[src/rtl/i2c_sp_pkg.sv]
`timescale 1ns/1ps
// Shared constants and types for the I2C streaming register port.
// Assumes a 16-bit pending count, split over two byte registers.
package i2c_sp_pkg;
    parameter int CNT_W = 16;
    localparam int BYTE_W = 8;
    localparam logic [BYTE_W-1:0] REG_CNT_HI    = 8'hFD;
    localparam logic [BYTE_W-1:0] REG_CNT_LO    = 8'hFE;
    localparam logic [BYTE_W-1:0] REG_STREAM    = 8'hFF;
    localparam logic [BYTE_W-1:0] EMPTY_BYTE    = 8'hFF;
    localparam logic [BYTE_W-1:0] RESERVED_BYTE = 8'h00;

    typedef enum logic [2:0] {
        ST_IDLE,
        ST_ADDR,
        ST_ACK,
        ST_WDATA,
        ST_RDATA,
        ST_RACK
    } bus_state_t;
endpackage

[src/rtl/i2c_line_sync.sv]
`timescale 1ns/1ps
// Synchronizes SCL and SDA into clk, then reports SCL edges and
// START/STOP conditions, which are SDA edges seen while SCL is high.
// Assumes clk is at least ~8x faster than SCL. Lines reset to idle-high.
module i2c_line_sync #(
    parameter int STAGES = 2
) (
    input  logic clk,
    input  logic rst_n,
    input  logic scl_i,
    input  logic sda_i,
    output logic sda_s,
    output logic scl_rise,
    output logic scl_fall,
    output logic start_ev,
    output logic stop_ev
);
    logic [STAGES:0] scl_q;
    logic [STAGES:0] sda_q;
    logic            scl_now, scl_prev, sda_prev;

    // Synchronizer chains plus one history stage for edge detection.
    always_ff @(posedge clk) begin
        if (!rst_n) begin
            scl_q <= '1;
            sda_q <= '1;
        end else begin
            scl_q <= {scl_q[STAGES-1:0], scl_i};
            sda_q <= {sda_q[STAGES-1:0], sda_i};
        end
    end

    // Decode edges and bus conditions from the synchronized levels.
    always_comb begin
        scl_now  = scl_q[STAGES-1];
        scl_prev = scl_q[STAGES];
        sda_s    = sda_q[STAGES-1];
        sda_prev = sda_q[STAGES];
        scl_rise = scl_now & ~scl_prev;
        scl_fall = ~scl_now & scl_prev;
        start_ev = scl_now & scl_prev & sda_prev & ~sda_s;
        stop_ev  = scl_now & scl_prev & ~sda_prev & sda_s;
    end
endmodule

[src/rtl/stream_regfile.sv]
`timescale 1ns/1ps
// Register pointer and read-data selection for the port.
// A 'take' strobe marks a byte handed to the bus. It advances the
// pointer (held at the top register), pops the FIFO at the stream
// register, and captures the low count byte at the high-count register.
// Assumes 'take' and 'load' come from one controller, one per byte.
module stream_regfile
    import i2c_sp_pkg::*;
(
    input  logic              clk,
    input  logic              rst_n,
    input  logic              take,
    input  logic              load,
    input  logic [BYTE_W-1:0] load_val,
    input  logic [BYTE_W-1:0] tx_data,
    input  logic [CNT_W-1:0]  tx_count,
    output logic [BYTE_W-1:0] rd_byte,
    output logic              tx_pop
);
    logic [BYTE_W-1:0] ptr;
    logic [BYTE_W-1:0] cnt_lo;
    logic              fifo_has;

    assign fifo_has = (tx_count != '0);
    assign tx_pop   = take && (ptr == REG_STREAM) && fifo_has;

    // Pointer update: a load wins; otherwise step unless at the top.
    always_ff @(posedge clk) begin
        if (!rst_n) begin
            ptr <= REG_STREAM;
        end else if (load) begin
            ptr <= load_val;
        end else if (take && ptr != REG_STREAM) begin
            ptr <= ptr + 8'd1;
        end
    end

    // Capture the low count byte when the high byte goes out.
    always_ff @(posedge clk) begin
        if (!rst_n) begin
            cnt_lo <= '0;
        end else if (take && ptr == REG_CNT_HI) begin
            cnt_lo <= tx_count[BYTE_W-1:0];
        end
    end

    // Read-data selection by pointer.
    always_comb begin
        case (ptr)
            REG_CNT_HI: rd_byte = tx_count[CNT_W-1:CNT_W-BYTE_W];
            REG_CNT_LO: rd_byte = cnt_lo;
            REG_STREAM: rd_byte = fifo_has ? tx_data : EMPTY_BYTE;
            default:    rd_byte = RESERVED_BYTE;
        endcase
    end

    a_r6_ptr_sticks: assert property (@(posedge clk) disable iff (!rst_n)
        (take && !load && ptr == REG_STREAM) |=> (ptr == REG_STREAM));
    a_r6_ptr_steps: assert property (@(posedge clk) disable iff (!rst_n)
        (take && !load && ptr != REG_STREAM) |=> (ptr == $past(ptr) + 8'd1));
    a_r3_no_empty_pop: assert property (@(posedge clk) disable iff (!rst_n)
        tx_pop |-> (tx_count != '0));
    a_r7_load_lands: assert property (@(posedge clk) disable iff (!rst_n)
        load |=> (ptr == $past(load_val)));
endmodule

[src/rtl/i2c_stream_port.sv]
`timescale 1ns/1ps
// I2C slave bridging a 256-entry register space to a transmit FIFO
// and a receive message stream. Holds one written byte back so that a
// one-byte write can become a pointer load and longer writes a message.
// Assumes no clock stretching and an oversampling system clock.
module i2c_stream_port
    import i2c_sp_pkg::*;
#(
    parameter int SYNC_STAGES = 2
) (
    input  logic              clk,
    input  logic              rst_n,
    input  logic [BYTE_W-1:0] cfg_addr,
    input  logic              scl_i,
    input  logic              sda_i,
    output logic              sda_oe,
    input  logic [BYTE_W-1:0] tx_data,
    input  logic [CNT_W-1:0]  tx_count,
    output logic              tx_pop,
    output logic [BYTE_W-1:0] rx_data,
    output logic              rx_valid,
    output logic              rx_last
);
    logic              sda_s, scl_rise, scl_fall, start_ev, stop_ev;
    bus_state_t        state;
    logic [3:0]        bit_cnt;
    logic [BYTE_W-1:0] shreg, hold_byte, ptr_val, rd_byte, wbyte;
    logic              is_read, ack_half, take, ptr_load;
    logic [1:0]        wr_cnt;

    i2c_line_sync #(.STAGES(SYNC_STAGES)) u_sync (
        .clk(clk), .rst_n(rst_n), .scl_i(scl_i), .sda_i(sda_i),
        .sda_s(sda_s), .scl_rise(scl_rise), .scl_fall(scl_fall),
        .start_ev(start_ev), .stop_ev(stop_ev)
    );

    stream_regfile u_regs (
        .clk(clk), .rst_n(rst_n), .take(take), .load(ptr_load),
        .load_val(ptr_val), .tx_data(tx_data), .tx_count(tx_count),
        .rd_byte(rd_byte), .tx_pop(tx_pop)
    );

    // Completed write byte: seven shifted bits plus the current one.
    assign wbyte = {shreg[BYTE_W-2:0], sda_s};

    // Protocol sequencer: address, acknowledge, data in/out, write close.
    always_ff @(posedge clk) begin
        if (!rst_n) begin
            state <= ST_IDLE;   bit_cnt <= '0;  shreg <= '0;
            hold_byte <= '0;    ptr_val <= '0;  is_read <= 1'b0;
            ack_half <= 1'b0;   wr_cnt <= '0;   sda_oe <= 1'b0;
            take <= 1'b0;       ptr_load <= 1'b0;
            rx_data <= '0;      rx_valid <= 1'b0; rx_last <= 1'b0;
        end else begin
            take     <= 1'b0;
            ptr_load <= 1'b0;
            rx_valid <= 1'b0;
            rx_last  <= 1'b0;
            if (start_ev || stop_ev) begin
                if (wr_cnt == 2'd1) begin
                    ptr_load <= 1'b1;
                    ptr_val  <= hold_byte;
                end else if (wr_cnt == 2'd2) begin
                    rx_valid <= 1'b1;
                    rx_last  <= 1'b1;
                    rx_data  <= hold_byte;
                end
                wr_cnt   <= '0;
                sda_oe   <= 1'b0;
                bit_cnt  <= '0;
                ack_half <= 1'b0;
                state    <= start_ev ? ST_ADDR : ST_IDLE;
            end else begin
                case (state)
                    ST_ADDR: if (scl_rise) begin
                        shreg   <= wbyte;
                        bit_cnt <= bit_cnt + 4'd1;
                        if (bit_cnt == 4'd7) begin
                            if (shreg[6:0] == cfg_addr[BYTE_W-1:1]) begin
                                is_read <= sda_s;
                                state   <= ST_ACK;
                            end else begin
                                state <= ST_IDLE;
                            end
                        end
                    end
                    ST_ACK: if (scl_fall) begin
                        if (!ack_half) begin
                            sda_oe   <= 1'b1;
                            ack_half <= 1'b1;
                        end else begin
                            ack_half <= 1'b0;
                            bit_cnt  <= '0;
                            if (is_read) begin
                                shreg  <= rd_byte;
                                sda_oe <= ~rd_byte[BYTE_W-1];
                                take   <= 1'b1;
                                state  <= ST_RDATA;
                            end else begin
                                sda_oe <= 1'b0;
                                state  <= ST_WDATA;
                            end
                        end
                    end
                    ST_WDATA: if (scl_rise) begin
                        shreg   <= wbyte;
                        bit_cnt <= bit_cnt + 4'd1;
                        if (bit_cnt == 4'd7) begin
                            hold_byte <= wbyte;
                            if (wr_cnt == 2'd0) begin
                                wr_cnt <= 2'd1;
                            end else begin
                                rx_valid <= 1'b1;
                                rx_data  <= hold_byte;
                                wr_cnt   <= 2'd2;
                            end
                            state <= ST_ACK;
                        end
                    end
                    ST_RDATA: begin
                        if (scl_rise) begin
                            bit_cnt <= bit_cnt + 4'd1;
                        end else if (scl_fall) begin
                            if (bit_cnt == 4'd8) begin
                                sda_oe <= 1'b0;
                                state  <= ST_RACK;
                            end else begin
                                shreg  <= {shreg[BYTE_W-2:0], 1'b0};
                                sda_oe <= ~shreg[BYTE_W-2];
                            end
                        end
                    end
                    ST_RACK: begin
                        if (scl_rise && sda_s) begin
                            state <= ST_IDLE;
                        end else if (scl_fall) begin
                            shreg   <= rd_byte;
                            sda_oe  <= ~rd_byte[BYTE_W-1];
                            take    <= 1'b1;
                            bit_cnt <= '0;
                            state   <= ST_RDATA;
                        end
                    end
                    default: ;
                endcase
            end
        end
    end

    a_r8_last_with_valid: assert property (@(posedge clk) disable iff (!rst_n)
        rx_last |-> rx_valid);
    a_r10_idle_released: assert property (@(posedge clk) disable iff (!rst_n)
        (state == ST_IDLE) |-> !sda_oe);
    a_r7_load_not_message: assert property (@(posedge clk) disable iff (!rst_n)
        !(ptr_load && rx_valid));
    a_r10_no_fetch_idle: assert property (@(posedge clk) disable iff (!rst_n)
        ($past(state) == ST_IDLE) |-> !take);
endmodule

[config.mk]
export PLATFORM = sky130hd
export DESIGN_NAME = i2c_stream_port
export DESIGN_NICKNAME = d
export VERILOG_FILES = /design/src/rtl/i2c_sp_pkg.sv /design/src/rtl/i2c_line_sync.sv /design/src/rtl/stream_regfile.sv /design/src/rtl/i2c_stream_port.sv
export SDC_FILE = /design/constraint.sdc
export NUM_CORES = 1
export LEC_CHECK = 0
export BUFFER_PORTS_ARGS = -buffer_cell sky130_fd_sc_hd__buf_2
export CAP_MARGIN = 10
export CORE_MARGIN = 1
export CORE_UTILIZATION = 45
export DETAILED_ROUTE_END_ITERATION = 7
export SLEW_MARGIN = 20
export SYNTH_ARGS = -nofsm -noshare
export SYNTH_HDL_FRONTEND = slang
export SYNTH_SLANG_ARGS = --single-unit
[constraint.sdc]
create_clock -name clk -period 1.91 [get_ports clk]
set_input_delay 0.382 -clock clk [delete_from_list [all_inputs] [get_ports clk]]
set_output_delay 0.382 -clock clk [all_outputs]
set_load 0.02 [all_outputs]
==> results.txt <==
----------------------------------------------------
[Status]
  Result of the run ... completed

[Die]
  Floorplan die height ... 90.3 um
  Area of the core ... 7410 um2
  Placement Rows ... 31
  DIE AREA ... 8150 um2
  Number of I/O pins ... 48
  Die Width ... 90.3 um
  Initial Util ... 47.3%

[Logic synthesis]
  Avg Cell Area, Syn ... 9.13 um2
  Sequential cell area fraction in the yosys report ... 39.4%
  Post-Synthesis Cell Area ... 3510 um2
  Fraction of synthesis flops using an asynchronous set or reset pin ... 0%
  Flip-flop and latch count after synthesis ... 69
  Number of unique standard cell types used by synthesis ... 63
  Number of flops mapped to enable cells by yosys ... 0
  Synthesized instance count ... 384
  Post-synthesis net count ... 425
  Warning count from the yosys run ... 0
  Primary flip-flop cell chosen by synthesis mapping ... sky130_fd_sc_hd__dfxtp_1

[Pwr]
  Pwr Density ... 706 nW/um2
  Tot Pwr ... 2.94 mW
  Leakage power total ... 1.70 nW
  Peak supply drop ... 0.000503 V

[Run]
  Max-cap violations ... 0

[Finish]
  Area growth from synthesis to final layout ... 18.7%
  Total of fill cells in the finished design ... 687
  Ant. Diodes ... 0
  Post-layout instance area ... 4160 um2
  Share of layout cells above drive strength 1 ... 25.5%
  Final nets ... 479

[GRT]
  Global-route total usage across every layer ... 21.1%
  Fraction of met2 tracks used by global routing ... 31.3%
  Global routing's busiest layer ... met2
  Pin count of the biggest net entering global routing ... 29
  Sum of overflow across all layers after global routing ... 0
  Via count of the first global-routing pass ... 2775
  GR Util met3 ... 3.96%
  Fraction of met1 tracks used by global routing ... 29.8%
  Global-route wire length before repair ... 13.7 mm
  Antenna violations before repair ... 0

[Clock tree]
  Clock Tree Buf Depth ... 2
  CTS Root Buffer Type ... sky130_fd_sc_hd__clkbuf_8
  H-tree depth ... 3
  Total CTS buffers ... 9
  Count of clock tree sinks ... 69
  CTS tree ... built
  Clk pin slew, worst setup/hold paths ... 80 ps
  Later-pin clock latency in the skew report ... 350 ps

[Worst setup path]
  Worst reg2reg path startpoint ... state[1]
  Worst Reg-to-Reg Cells ... 6
  Source of the critical timing path ... u_regs.ptr[4]
  Slowest stage cell on the critical path ... sky130_fd_sc_hd__dfxtp_1
  Startpoint type of the worst setup path ... flop
  Slack of the worst reg-to-reg path ... 110 ps
  Largest fanout of any net on the critical path ... 4
  Arrival time of the worst setup path ... 1450 ps
  CP cell instances ... and4_1 -> nand3_2 -> nor3_1 -> buf_2
  End point of the critical path ... tx_pop
  Kind of capture point of the worst setup path ... primary output
  Slowest cell delay on critical path ... 390 ps
  Required time at the worst-slack endpoint ... 1530 ps
  Category of the most critical setup path ... flop to primary output
  Critical R2R Capture ... bit_cnt[2]

[Timing]
  Count of endpoints failing hold in the final timing report ... 0
  Maximum operating frequency ... 545 MHz
  Final Hold Slack ... 213 ps
  Setup skew after layout ... 14.2 ps
  Number of failing setup endpoints in the final timing report ... 0
  Least-Margin Pin Slew ... 519 ps
  Min cycle time layout ... 1830 ps
  Relative slew slack ... 65.4%
  Least setup slack across all paths after layout ... 75.5 ps
  Final-report max-slew violation count ... 0
  Ratio of final minimum period to clock period ... 96.0%
  Setup repair after global routing missed its margin ... yes

[Place]
  Post-DP HPWL ... 6.02 mm
  Placer congestion estimate ... 0.854
  Post-DP Area ... 3910 um2
  Buffers added on ports ... 46
  Setup slack after placement ... 78.9 ps

[Routing]
  Detailed Routing Iterations Pass 1 ... 4
  Antenna-violating nets left ... 0
  Number of design-rule violations left by the first detailed-router iteration ... 225
  Routed wire length ... 8.21 mm
  Wirelength per Cell ... 15.2 um
  Vias after detailed routing ... 2989
  DRC errors left ... 0
  Average vias per placed instance ... 5.51

[Hold path]
  Worst min-delay path class ... input pin to flop

----------------------------------------------------
routing by layer:
layer / vias to the layer above / routed length (um)
met5: - / 0
met4: 0 / 102
met3: 7 / 461
met2: 87 / 3470
met1: 1392 / 4180
li1: 1503 / -
area by class of cell:
class,instances,area (um2),area share (%)
tap,99,124,2.97
multi-input combinational,281,1990,47.7
inverter,10,37.5,0.901
clock inverter,5,83.8,2.01
sequential,69,1390,33.4
clock buffer,11,141,3.40
timing repair buffer,67,400,9.62
cells in the final DEF (no fill, tap or decap), types with 3 or more instances in the layout:
| cell type | instances |
|---|---|
| sky130_fd_sc_hd__a31oi_1 | 9 |
| sky130_fd_sc_hd__nor2b_1 | 4 |
| sky130_fd_sc_hd__ha_1 | 4 |
| sky130_fd_sc_hd__a22oi_1 | 7 |
| sky130_fd_sc_hd__nand2b_1 | 7 |
| sky130_fd_sc_hd__nand2_1 | 20 |
| sky130_fd_sc_hd__buf_2 | 46 |
| sky130_fd_sc_hd__mux2i_1 | 37 |
| sky130_fd_sc_hd__nor4_1 | 7 |
| sky130_fd_sc_hd__and3_1 | 3 |
| sky130_fd_sc_hd__nand3_1 | 9 |
| sky130_fd_sc_hd__a311oi_1 | 3 |
| sky130_fd_sc_hd__clkbuf_8 | 10 |
| sky130_fd_sc_hd__buf_4 | 20 |
| sky130_fd_sc_hd__o21ai_1 | 8 |
| sky130_fd_sc_hd__a21o_1 | 8 |
| sky130_fd_sc_hd__a21oi_1 | 9 |
| sky130_fd_sc_hd__dfxtp_2 | 6 |
| sky130_fd_sc_hd__dfxtp_1 | 63 |
| sky130_fd_sc_hd__and3b_2 | 4 |
| sky130_fd_sc_hd__inv_1 | 9 |
| sky130_fd_sc_hd__nand4_1 | 4 |
| sky130_fd_sc_hd__o21ai_0 | 17 |
| sky130_fd_sc_hd__nor3_1 | 7 |
| sky130_fd_sc_hd__nor2_1 | 49 |
| sky130_fd_sc_hd__xnor2_1 | 12 |
| sky130_fd_sc_hd__o31ai_1 | 3 |
| sky130_fd_sc_hd__nor3b_1 | 5 |
metrics by stage:
stage	std cells	TNS, ps	util [%]
5_1_grt	542	-8.60	56.2
4_1_cts	542	0	56.0
3_3_place_gp	526	0	52.8
3_5_place_dp	526	0	52.8
6_report	542	0	56.2
2_1_floorplan	384	0	-
power breakdown:
part	switching, mW	total, mW	internal [mW]
Clock	0.576	1.35	0.774
Sequential	0.00827	1.45	1.44
Combinational	0.0768	0.140	0.0632
cell usage after synthesis, types with 3 or more instances:
library cell	instances	area share, %
sky130_fd_sc_hd__and4_1	3	0.75
sky130_fd_sc_hd__a311oi_1	3	0.75
sky130_fd_sc_hd__nor3b_1	5	1.1
sky130_fd_sc_hd__buf_2	6	0.86
sky130_fd_sc_hd__and3_1	3	0.54
sky130_fd_sc_hd__ha_1	5	1.8
sky130_fd_sc_hd__nor4_1	7	1.2
sky130_fd_sc_hd__nand4_1	4	0.71
sky130_fd_sc_hd__a31oi_1	9	1.6
sky130_fd_sc_hd__nor2_1	49	5.2
sky130_fd_sc_hd__nor3_1	7	1.0
sky130_fd_sc_hd__clkbuf_1	11	1.2
sky130_fd_sc_hd__nand3_1	9	1.3
sky130_fd_sc_hd__a21o_1	8	1.7
sky130_fd_sc_hd__a21oi_1	9	1.3
sky130_fd_sc_hd__xnor2_1	12	3.0
sky130_fd_sc_hd__o31ai_1	3	0.64
sky130_fd_sc_hd__nand2_1	20	2.1
sky130_fd_sc_hd__nand2b_1	7	1.2
sky130_fd_sc_hd__nor2b_1	4	0.71
sky130_fd_sc_hd__a22oi_1	7	1.5
sky130_fd_sc_hd__o21ai_0	17	2.4
sky130_fd_sc_hd__inv_1	9	0.96
sky130_fd_sc_hd__buf_4	5	1.1
sky130_fd_sc_hd__mux2i_1	37	11
sky130_fd_sc_hd__o21ai_1	8	1.1
sky130_fd_sc_hd__dfxtp_1	69	39
sky130_fd_sc_hd__and3b_2	4	1.1
worst max-delay path, delay by kind of cell, from the launching register on:
kind	cells	cell delay [ps]
buffers and inverters	1	200
and+or+nand+nor	3	520
DFF	1	390
registers in the layout, indices dropped and copies added (netlist names), 2 cells and up:
signal / flops
hold_byte: 8
u_sync.scl_q: 3
wr_cnt: 2
ptr_val: 8
u_regs.cnt_lo: 8
bit_cnt: 4
state: 3
u_regs.ptr: 8
u_sync.sda_q: 3
rx_data: 8
shreg: 7
cells by family (layout without fill, tap and decap cells):
family / count (synthesis) / after routing / share of synthesized area (%)
adder cells (fa/ha/maj): 5 / 5 / 1.78
flip-flops: 69 / 69 / 39.4
AO/OA/AOI/OAI: 85 / 85 / 17.8
multiplexers: 37 / 37 / 10.6
AND/OR/NAND/NOR: 140 / 140 / 22.2
buffers and inverters: 34 / 93 / 4.71
XOR/XNOR: 14 / 14 / 3.50
repair_timing:
item	CTS	global route
setup buffers	0	0
pin swaps	0	0
cloned	0	0
hold buffers	0	0
gates resized for setup	2	8
setup endpoints to repair	1	9
how the worst min path moves through the flow:
stage / from / to / cells past startpoint
after floorplan: u_sync.scl_q[0] / u_sync.scl_q[1] / 1
after global placement: u_sync.sda_q[0] / u_sync.sda_q[1] / 1
after detailed placement: u_sync.sda_q[0] / u_sync.sda_q[1] / 1
after CTS: sda_i / u_sync.sda_q[0] / 2
after global routing: sda_i / u_sync.sda_q[0] / 2
final: sda_i / u_sync.sda_q[0] / 2
No activity file was read; power rests on OpenSTA's default activity.
